<file path="src/rtl/pwm_phase_pkg.sv">
package pwm_phase_pkg;

    typedef enum logic [1:0] {
        ST_SAMPLE = 2'd0,
        ST_IDLE   = 2'd1,
        ST_RUN    = 2'd2
    } gen_state_t;

    typedef struct packed {
        logic       master;
        logic [1:0] order;
        logic [2:0] nph;
        logic [2:0] ndev;
    } strap_cfg_t;

    localparam int MAX_PH = 6;

endpackage

</file>
<file path="src/rtl/strap_decoder.sv">
module strap_decoder
    import pwm_phase_pkg::*;
(
    input  logic [3:0]  phase_strap_i,
    input  logic [1:0]  addr_strap_i,
    input  logic [1:0]  count_strap_i,
    output strap_cfg_t  cfg_o
);
    logic [2:0] slaves;
    logic [2:0] by_slaves;
    logic [2:0] by_order;

    always_comb begin
        // phase count: lowest strapped pin wins
        if (phase_strap_i[0])                         cfg_o.nph = 3'd2;
        else if (phase_strap_i[1])                    cfg_o.nph = 3'd3;
        else if (phase_strap_i[2] || phase_strap_i[3]) cfg_o.nph = 3'd4;
        else                                          cfg_o.nph = 3'd6;

        unique case (addr_strap_i)
            2'b00: cfg_o.order = 2'd0;
            2'b11: cfg_o.order = 2'd1;
            2'b01: cfg_o.order = 2'd2;
            2'b10: cfg_o.order = 2'd3;
        endcase
        cfg_o.master = (addr_strap_i == 2'b00);

        unique case (count_strap_i)
            2'b00: slaves = 3'd1;
            2'b11: slaves = 3'd2;
            2'b10: slaves = 3'd3;
            2'b01: slaves = 3'd0;
        endcase

        by_slaves = slaves + 3'd1;
        by_order  = {1'b0, cfg_o.order} + 3'd1;
        cfg_o.ndev = (by_slaves > by_order) ? by_slaves : by_order;
    end
endmodule

</file>
<file path="src/rtl/phase_period_counter.sv">
module phase_period_counter #(
    parameter int PERIOD = 144,
    localparam int CW    = $clog2(PERIOD)
) (
    input  logic          clk_i,
    input  logic          rst_i,
    input  logic          run_i,
    output logic [CW-1:0] cnt_o
);
    always_ff @(posedge clk_i) begin
        if (rst_i || !run_i)
            cnt_o <= '0;
        else if (cnt_o == CW'(PERIOD - 1))
            cnt_o <= '0;
        else
            cnt_o <= cnt_o + 1'b1;
    end
endmodule

</file>
<file path="src/rtl/phase_slice.sv">
module phase_slice #(
    parameter int PERIOD = 144,
    parameter int IDX    = 0,
    parameter int DUTY_W = 8,
    localparam int CW    = $clog2(PERIOD)
) (
    input  logic [CW-1:0]     cnt_i,
    input  logic [DUTY_W-1:0] duty_i,
    input  logic [CW-1:0]     step_i,
    input  logic [1:0]        order_i,
    input  logic [2:0]        ndev_i,
    input  logic [2:0]        nph_i,
    output logic              hit_o
);
    logic [4:0]    units;
    logic [CW-1:0] off;
    logic [CW:0]   pos;

    always_comb begin
        units = 5'(order_i) + 5'(IDX) * 5'(ndev_i);
        off   = CW'(units) * step_i;
        if (cnt_i >= off)
            pos = {1'b0, cnt_i - off};
        else
            pos = (CW+1)'(cnt_i) + (CW+1)'(PERIOD) - (CW+1)'(off);
        hit_o = (3'(IDX) < nph_i) && (32'(pos) < 32'(duty_i));
    end
endmodule

</file>
<file path="src/rtl/pwm_phase_gen.sv">
module pwm_phase_gen
    import pwm_phase_pkg::*;
#(
    parameter int PERIOD = 144,
    parameter int DUTY_W = $clog2(PERIOD + 1)
) (
    input  logic              clk_i,
    input  logic              rst_i,
    input  logic              en_i,
    input  logic [DUTY_W-1:0] duty_i,
    input  logic [3:0]        phase_strap_i,
    input  logic [1:0]        addr_strap_i,
    input  logic [1:0]        count_strap_i,
    output logic [5:0]        pwm_o,
    output logic              is_master_o,
    output logic              sync_oe_o,
    output logic              drv_oe_o,
    output logic              pdrop_oe_o,
    output logic              reg_off_o
);
    localparam int CW = $clog2(PERIOD);

    gen_state_t        state_q, state_d;
    strap_cfg_t        cfg_dec, cfg_q;
    logic [CW-1:0]     cnt;
    logic [CW-1:0]     step;
    logic [5:0]        prod;
    logic [MAX_PH-1:0] hit, pwm_q;

    strap_decoder u_dec (
        .phase_strap_i (phase_strap_i),
        .addr_strap_i  (addr_strap_i),
        .count_strap_i (count_strap_i),
        .cfg_o         (cfg_dec)
    );

    // state register and capture
    always_ff @(posedge clk_i) begin
        if (rst_i) begin
            state_q <= ST_SAMPLE;
            cfg_q   <= '0;
        end else begin
            state_q <= state_d;
            if (state_q == ST_SAMPLE)
                cfg_q <= cfg_dec;
        end
    end

    always_comb begin
        state_d = state_q;
        unique case (state_q)
            ST_SAMPLE: state_d = en_i ? ST_RUN : ST_IDLE;
            ST_IDLE:   state_d = en_i ? ST_RUN : ST_IDLE;
            ST_RUN:    state_d = en_i ? ST_RUN : ST_IDLE;
            default:   state_d = ST_SAMPLE;
        endcase
    end

    phase_period_counter #(.PERIOD(PERIOD)) u_cnt (
        .clk_i (clk_i),
        .rst_i (rst_i),
        .run_i (state_q == ST_RUN),
        .cnt_o (cnt)
    );

    // slot width = PERIOD / (N*M), each divisor a constant
    always_comb begin
        prod = 6'(cfg_q.nph) * 6'(cfg_q.ndev);
        case (prod)
            6'd2:    step = CW'(PERIOD / 2);
            6'd3:    step = CW'(PERIOD / 3);
            6'd4:    step = CW'(PERIOD / 4);
            6'd6:    step = CW'(PERIOD / 6);
            6'd8:    step = CW'(PERIOD / 8);
            6'd9:    step = CW'(PERIOD / 9);
            6'd12:   step = CW'(PERIOD / 12);
            6'd16:   step = CW'(PERIOD / 16);
            6'd18:   step = CW'(PERIOD / 18);
            default: step = CW'(PERIOD / 24);
        endcase
    end

    for (genvar k = 0; k < MAX_PH; k++) begin : g_phase
        phase_slice #(.PERIOD(PERIOD), .IDX(k), .DUTY_W(DUTY_W)) u_slice (
            .cnt_i   (cnt),
            .duty_i  (duty_i),
            .step_i  (step),
            .order_i (cfg_q.order),
            .ndev_i  (cfg_q.ndev),
            .nph_i   (cfg_q.nph),
            .hit_o   (hit[k])
        );
    end

    // output register
    always_ff @(posedge clk_i) begin
        if (rst_i)
            pwm_q <= '0;
        else
            pwm_q <= (state_q == ST_RUN) ? hit : '0;
    end

    always_comb begin
        pwm_o       = pwm_q & {MAX_PH{en_i}};
        is_master_o = cfg_q.master;
        sync_oe_o   = cfg_q.master;
        drv_oe_o    = cfg_q.master;
        pdrop_oe_o  = cfg_q.master;
        reg_off_o   = !cfg_q.master;
    end
endmodule

</file>
<file path="config.mk">
export PLATFORM = sky130hd
export DESIGN_NAME = pwm_phase_gen
export DESIGN_NICKNAME = d
export VERILOG_FILES = /design/src/rtl/pwm_phase_pkg.sv /design/src/rtl/strap_decoder.sv /design/src/rtl/phase_period_counter.sv /design/src/rtl/phase_slice.sv /design/src/rtl/pwm_phase_gen.sv
export SDC_FILE = /design/constraint.sdc
export NUM_CORES = 1
export LEC_CHECK = 0
export BUFFER_PORTS_ARGS = -buffer_cell sky130_fd_sc_hd__buf_2
export CORE_ASPECT_RATIO = 0.75
export CORE_MARGIN = 10
export CORE_UTILIZATION = 55
export CTS_CLUSTER_DIAMETER = 50
export CTS_CLUSTER_SIZE = 8
export DETAILED_ROUTE_END_ITERATION = 8
export PLACE_DENSITY = 0.72
export RECOVER_POWER = 25
export SYNTH_ARGS = -nofsm -noshare
export SYNTH_HDL_FRONTEND = slang
export SYNTH_HIERARCHICAL = 1
export SYNTH_SLANG_ARGS = --single-unit
</file>
<file path="constraint.sdc">
create_clock -name clk_i -period 9.9 [get_ports clk_i]
set_input_delay 2.97 -clock clk_i [delete_from_list [all_inputs] [get_ports clk_i]]
set_output_delay 2.97 -clock clk_i [all_outputs]
set_load 0.02 [all_outputs]
</file>
==> summary.md <==
| Metric | Value |
|---|---|
| CTS resizes | 0 |
| Ant. Diodes | 0 |
| Die Area | 27200 µm² |
| Minimum clock period | 8.62 ns |
| Worst Path Max Fanout | 26 |
| Core Box Area | 20400 µm² |
| Slew Limit Headroom | 38.1% |
| Via/cell ratio | 5.39 |
| Post-CTS setup buffers | 0 |
| Setup_tns | 0 ns |
| Actual slew at the worst max-slew pin | 0.927 ns |
| Slowest CP cell | o21a_1 |
| Reg2reg start | cfg_q[2] |
| GR peak layer | met2 |
| Post-route ant nets | 0 |
| Synth top area share | approximately a quarter |
| Maxcap violations | 0 |
| Met2 Resource Use GR | between 20% and 30% |
| CTS Hold Bufs | 0 |
| Final worst-path cycle share | 87.0% |
| Std cell rows | 45 |
| Tot Pwr | 1.81 mW |
| Num CTS Buffers | 3 |
| Layout area overhead | 5.46% |
| Clock skew after layout | ~0.016 ns |
| Grt met1 use | around 30% |
| Synthesized instance count | 1405 |
| Die width | 187 µm |
| Final Max Slew Viols | 0 |
| HP Class | register to register |
| Final worst slack | 1.28 ns |
| Synthesized cell area | 11500 µm² |
| Hpwl dp | 22.5 mm |
| Worst VDD drop | 0.0843 mV |
| Synth Register Bits | 25 |
| Grt ovf | 0 |
| Crit start category | register |
| TritonCTS clock tree | yes |
| Share of cells above drive strength 1 | 6.37% |
| Yosys cell types | 81 |
| Drt initial violations | 692 |
| Critical path type | register to register |
| Critical Path Start | cfg_q[2] |
| Clock latency on the worst-skew pair | roughly 0.28 ns |
| Height of the die | 145 µm |
| Final hold vios | 0 |
| GRT Util Overall | 20.0% |
| Drt pass-1 iters | 5 |
| First-pass GRT wire length | 45.8 mm |
| Synth warn | 6 |
| Most frequent cells in the layout | inv_1 (256), ha_1 (224), nand2_1 (125) |
| Layout net count | 1791 |
| IO buf count | 29 |
| Routability Congestion | 0.932 |
| RSZ-0062 raised after global routing | false |
| Critical path's most frequent cell | fa_1 |
| Post-Syn Area per Cell | 8.20 µm² |
| Worst EP arrival | 8.84 ns |
| Antenna violations before repair | 0 |
| Number of synthesized flops with an enable pin | 0 |
| CTS Buffer Depth | 2 |
| GR Layer Usage met3 | 4.64% |
| Vias in the first global route | roughly 9000 |
| DRC errors left | 0 |
| Slowest stage delay, CP | around 0.73 ns |
| Leakage | around 6 nW |
| CTS sink cnt | 25 |
| CTS H-tree lvls | 1 |
| Starting density of the core | 56.4% |
| Clk pin slew, worst setup/hold paths | 0.08 ns |
| Num ports | 30 |
| Place WS | 1.31 ns |
| CP Capture Type | register |
| Power density over the cells | 149 nW/µm² |
| Largest net degree at the start of global routing | 29 |
| Hold Startpoint | drv_oe_o |
| Status | completed |
| Via Count | 9317 |
| Final wirelength | 27.5 mm |
| Peak Freq | 0.116 GHz |
| Seq/Total Area, Yosys | ~4.3% |
| Most used DFF post-synth | dfxtp_1 |
| Worst EP required | around 10 ns |
| Average wire per standard cell | 15.9 µm |
| Final setup vio count | 0 |
| CTS root buffer | clkbuf_16 |
| Post-synth ARST share | 0% |
| Area contributors post-synth | ha_1 (24%), fa_1 (18%), inv_1 (8.3%) |
| Commonest non-fill, non-tap cell in the layout | inv_1 |
| Synth area leader | ha_1 |
registers in the layout (all words and copies together) (netlist names):
name         cells
u_cnt/cnt_o      8
state_q          2
pwm_q            6
cfg_q            8
drv_oe_o         1
cell type report:
type | instances | area [µm²]
inverter | 257 | 965
multi-input combinational | 1119 | 10000
tap | 282 | 353
fill | 1849 | 8280
sequential | 25 | 500
timing repair buffer | 40 | 225
clock buffer | 4 | 78.8
critical path: cells and delay by family (launching register included):
family | cells | cell delay [ns]
compound gates | 12 | 2.66
fa+ha+maj | 9 | 3.71
simple gates | 7 | 1.54
flops | 1 | 0.50
buf+inv | 3 | 0.16
worst paths after layout:
path / end / slack (ns) / cells after the start
setup / recovery: pwm_q[3] / 1.28 / 31
hold / removal: drv_oe_o / 0.53 / 2
setup reg to reg: pwm_q[3] / 1.28 / 31
hold reg to reg: drv_oe_o / 0.53 / 2
logic make-up after synthesis:
family	share of synthesized area [%]
AND/OR/NAND/NOR	16.4
adder cells (fa/ha/maj)	42.1
AO/OA/AOI/OAI	15.8
buffers and inverters	8.81
XOR/XNOR	10.4
flip-flops	4.34
multiplexers	2.05
other	0.0325
cells in the mapped netlist, types with 5 or more instances:
master	instances
xor2_1	44
nand2b_1	6
a31oi_1	12
a21oi_1	82
o21ai_0	54
xnor2_1	72
and2_1	104
o21ai_1	12
a211oi_1	8
o21a_1	13
inv_1	256
fa_1	102
o311a_1	5
o21bai_1	11
xnor3_1	5
nand2_2	6
dfxtp_1	25
and2_2	12
nor2_1	37
ha_1	224
a21o_1	22
nand3_1	12
nor2b_1	18
or3_1	6
mux2i_1	21
o31ai_1	6
nor3b_1	7
nand2_1	125
nor3_1	11
layer usage:
metal,wire (µm),up-vias
li1,-,4697
met1,13800,4387
met2,11400,219
met3,2120,14
met4,207,0
met5,0,-
power by group:
part / switching (mW) / internal, mW / leakage [nW]
clock network: 0.0441 / 0.0555 / 0.0382
logic: 0.900 / 0.690 / 5.84
registers: 0.0132 / 0.105 / 0.204
total: 0.958 / 0.850 / 6.08
metrics by stage:
stage               util [%]  instances  hold WS, ns  area (µm²)
global placement        59.1       1723        0.517       12100
global route            59.5       1727        0.583       12200
detailed placement      59.1       1723        0.519       12100
finish                  59.5       1727        0.531       12200
floorplan                  -       1410        0.496       11500
CTS                     59.5       1727        0.538       12200
(Power assumes the default switching activity.)
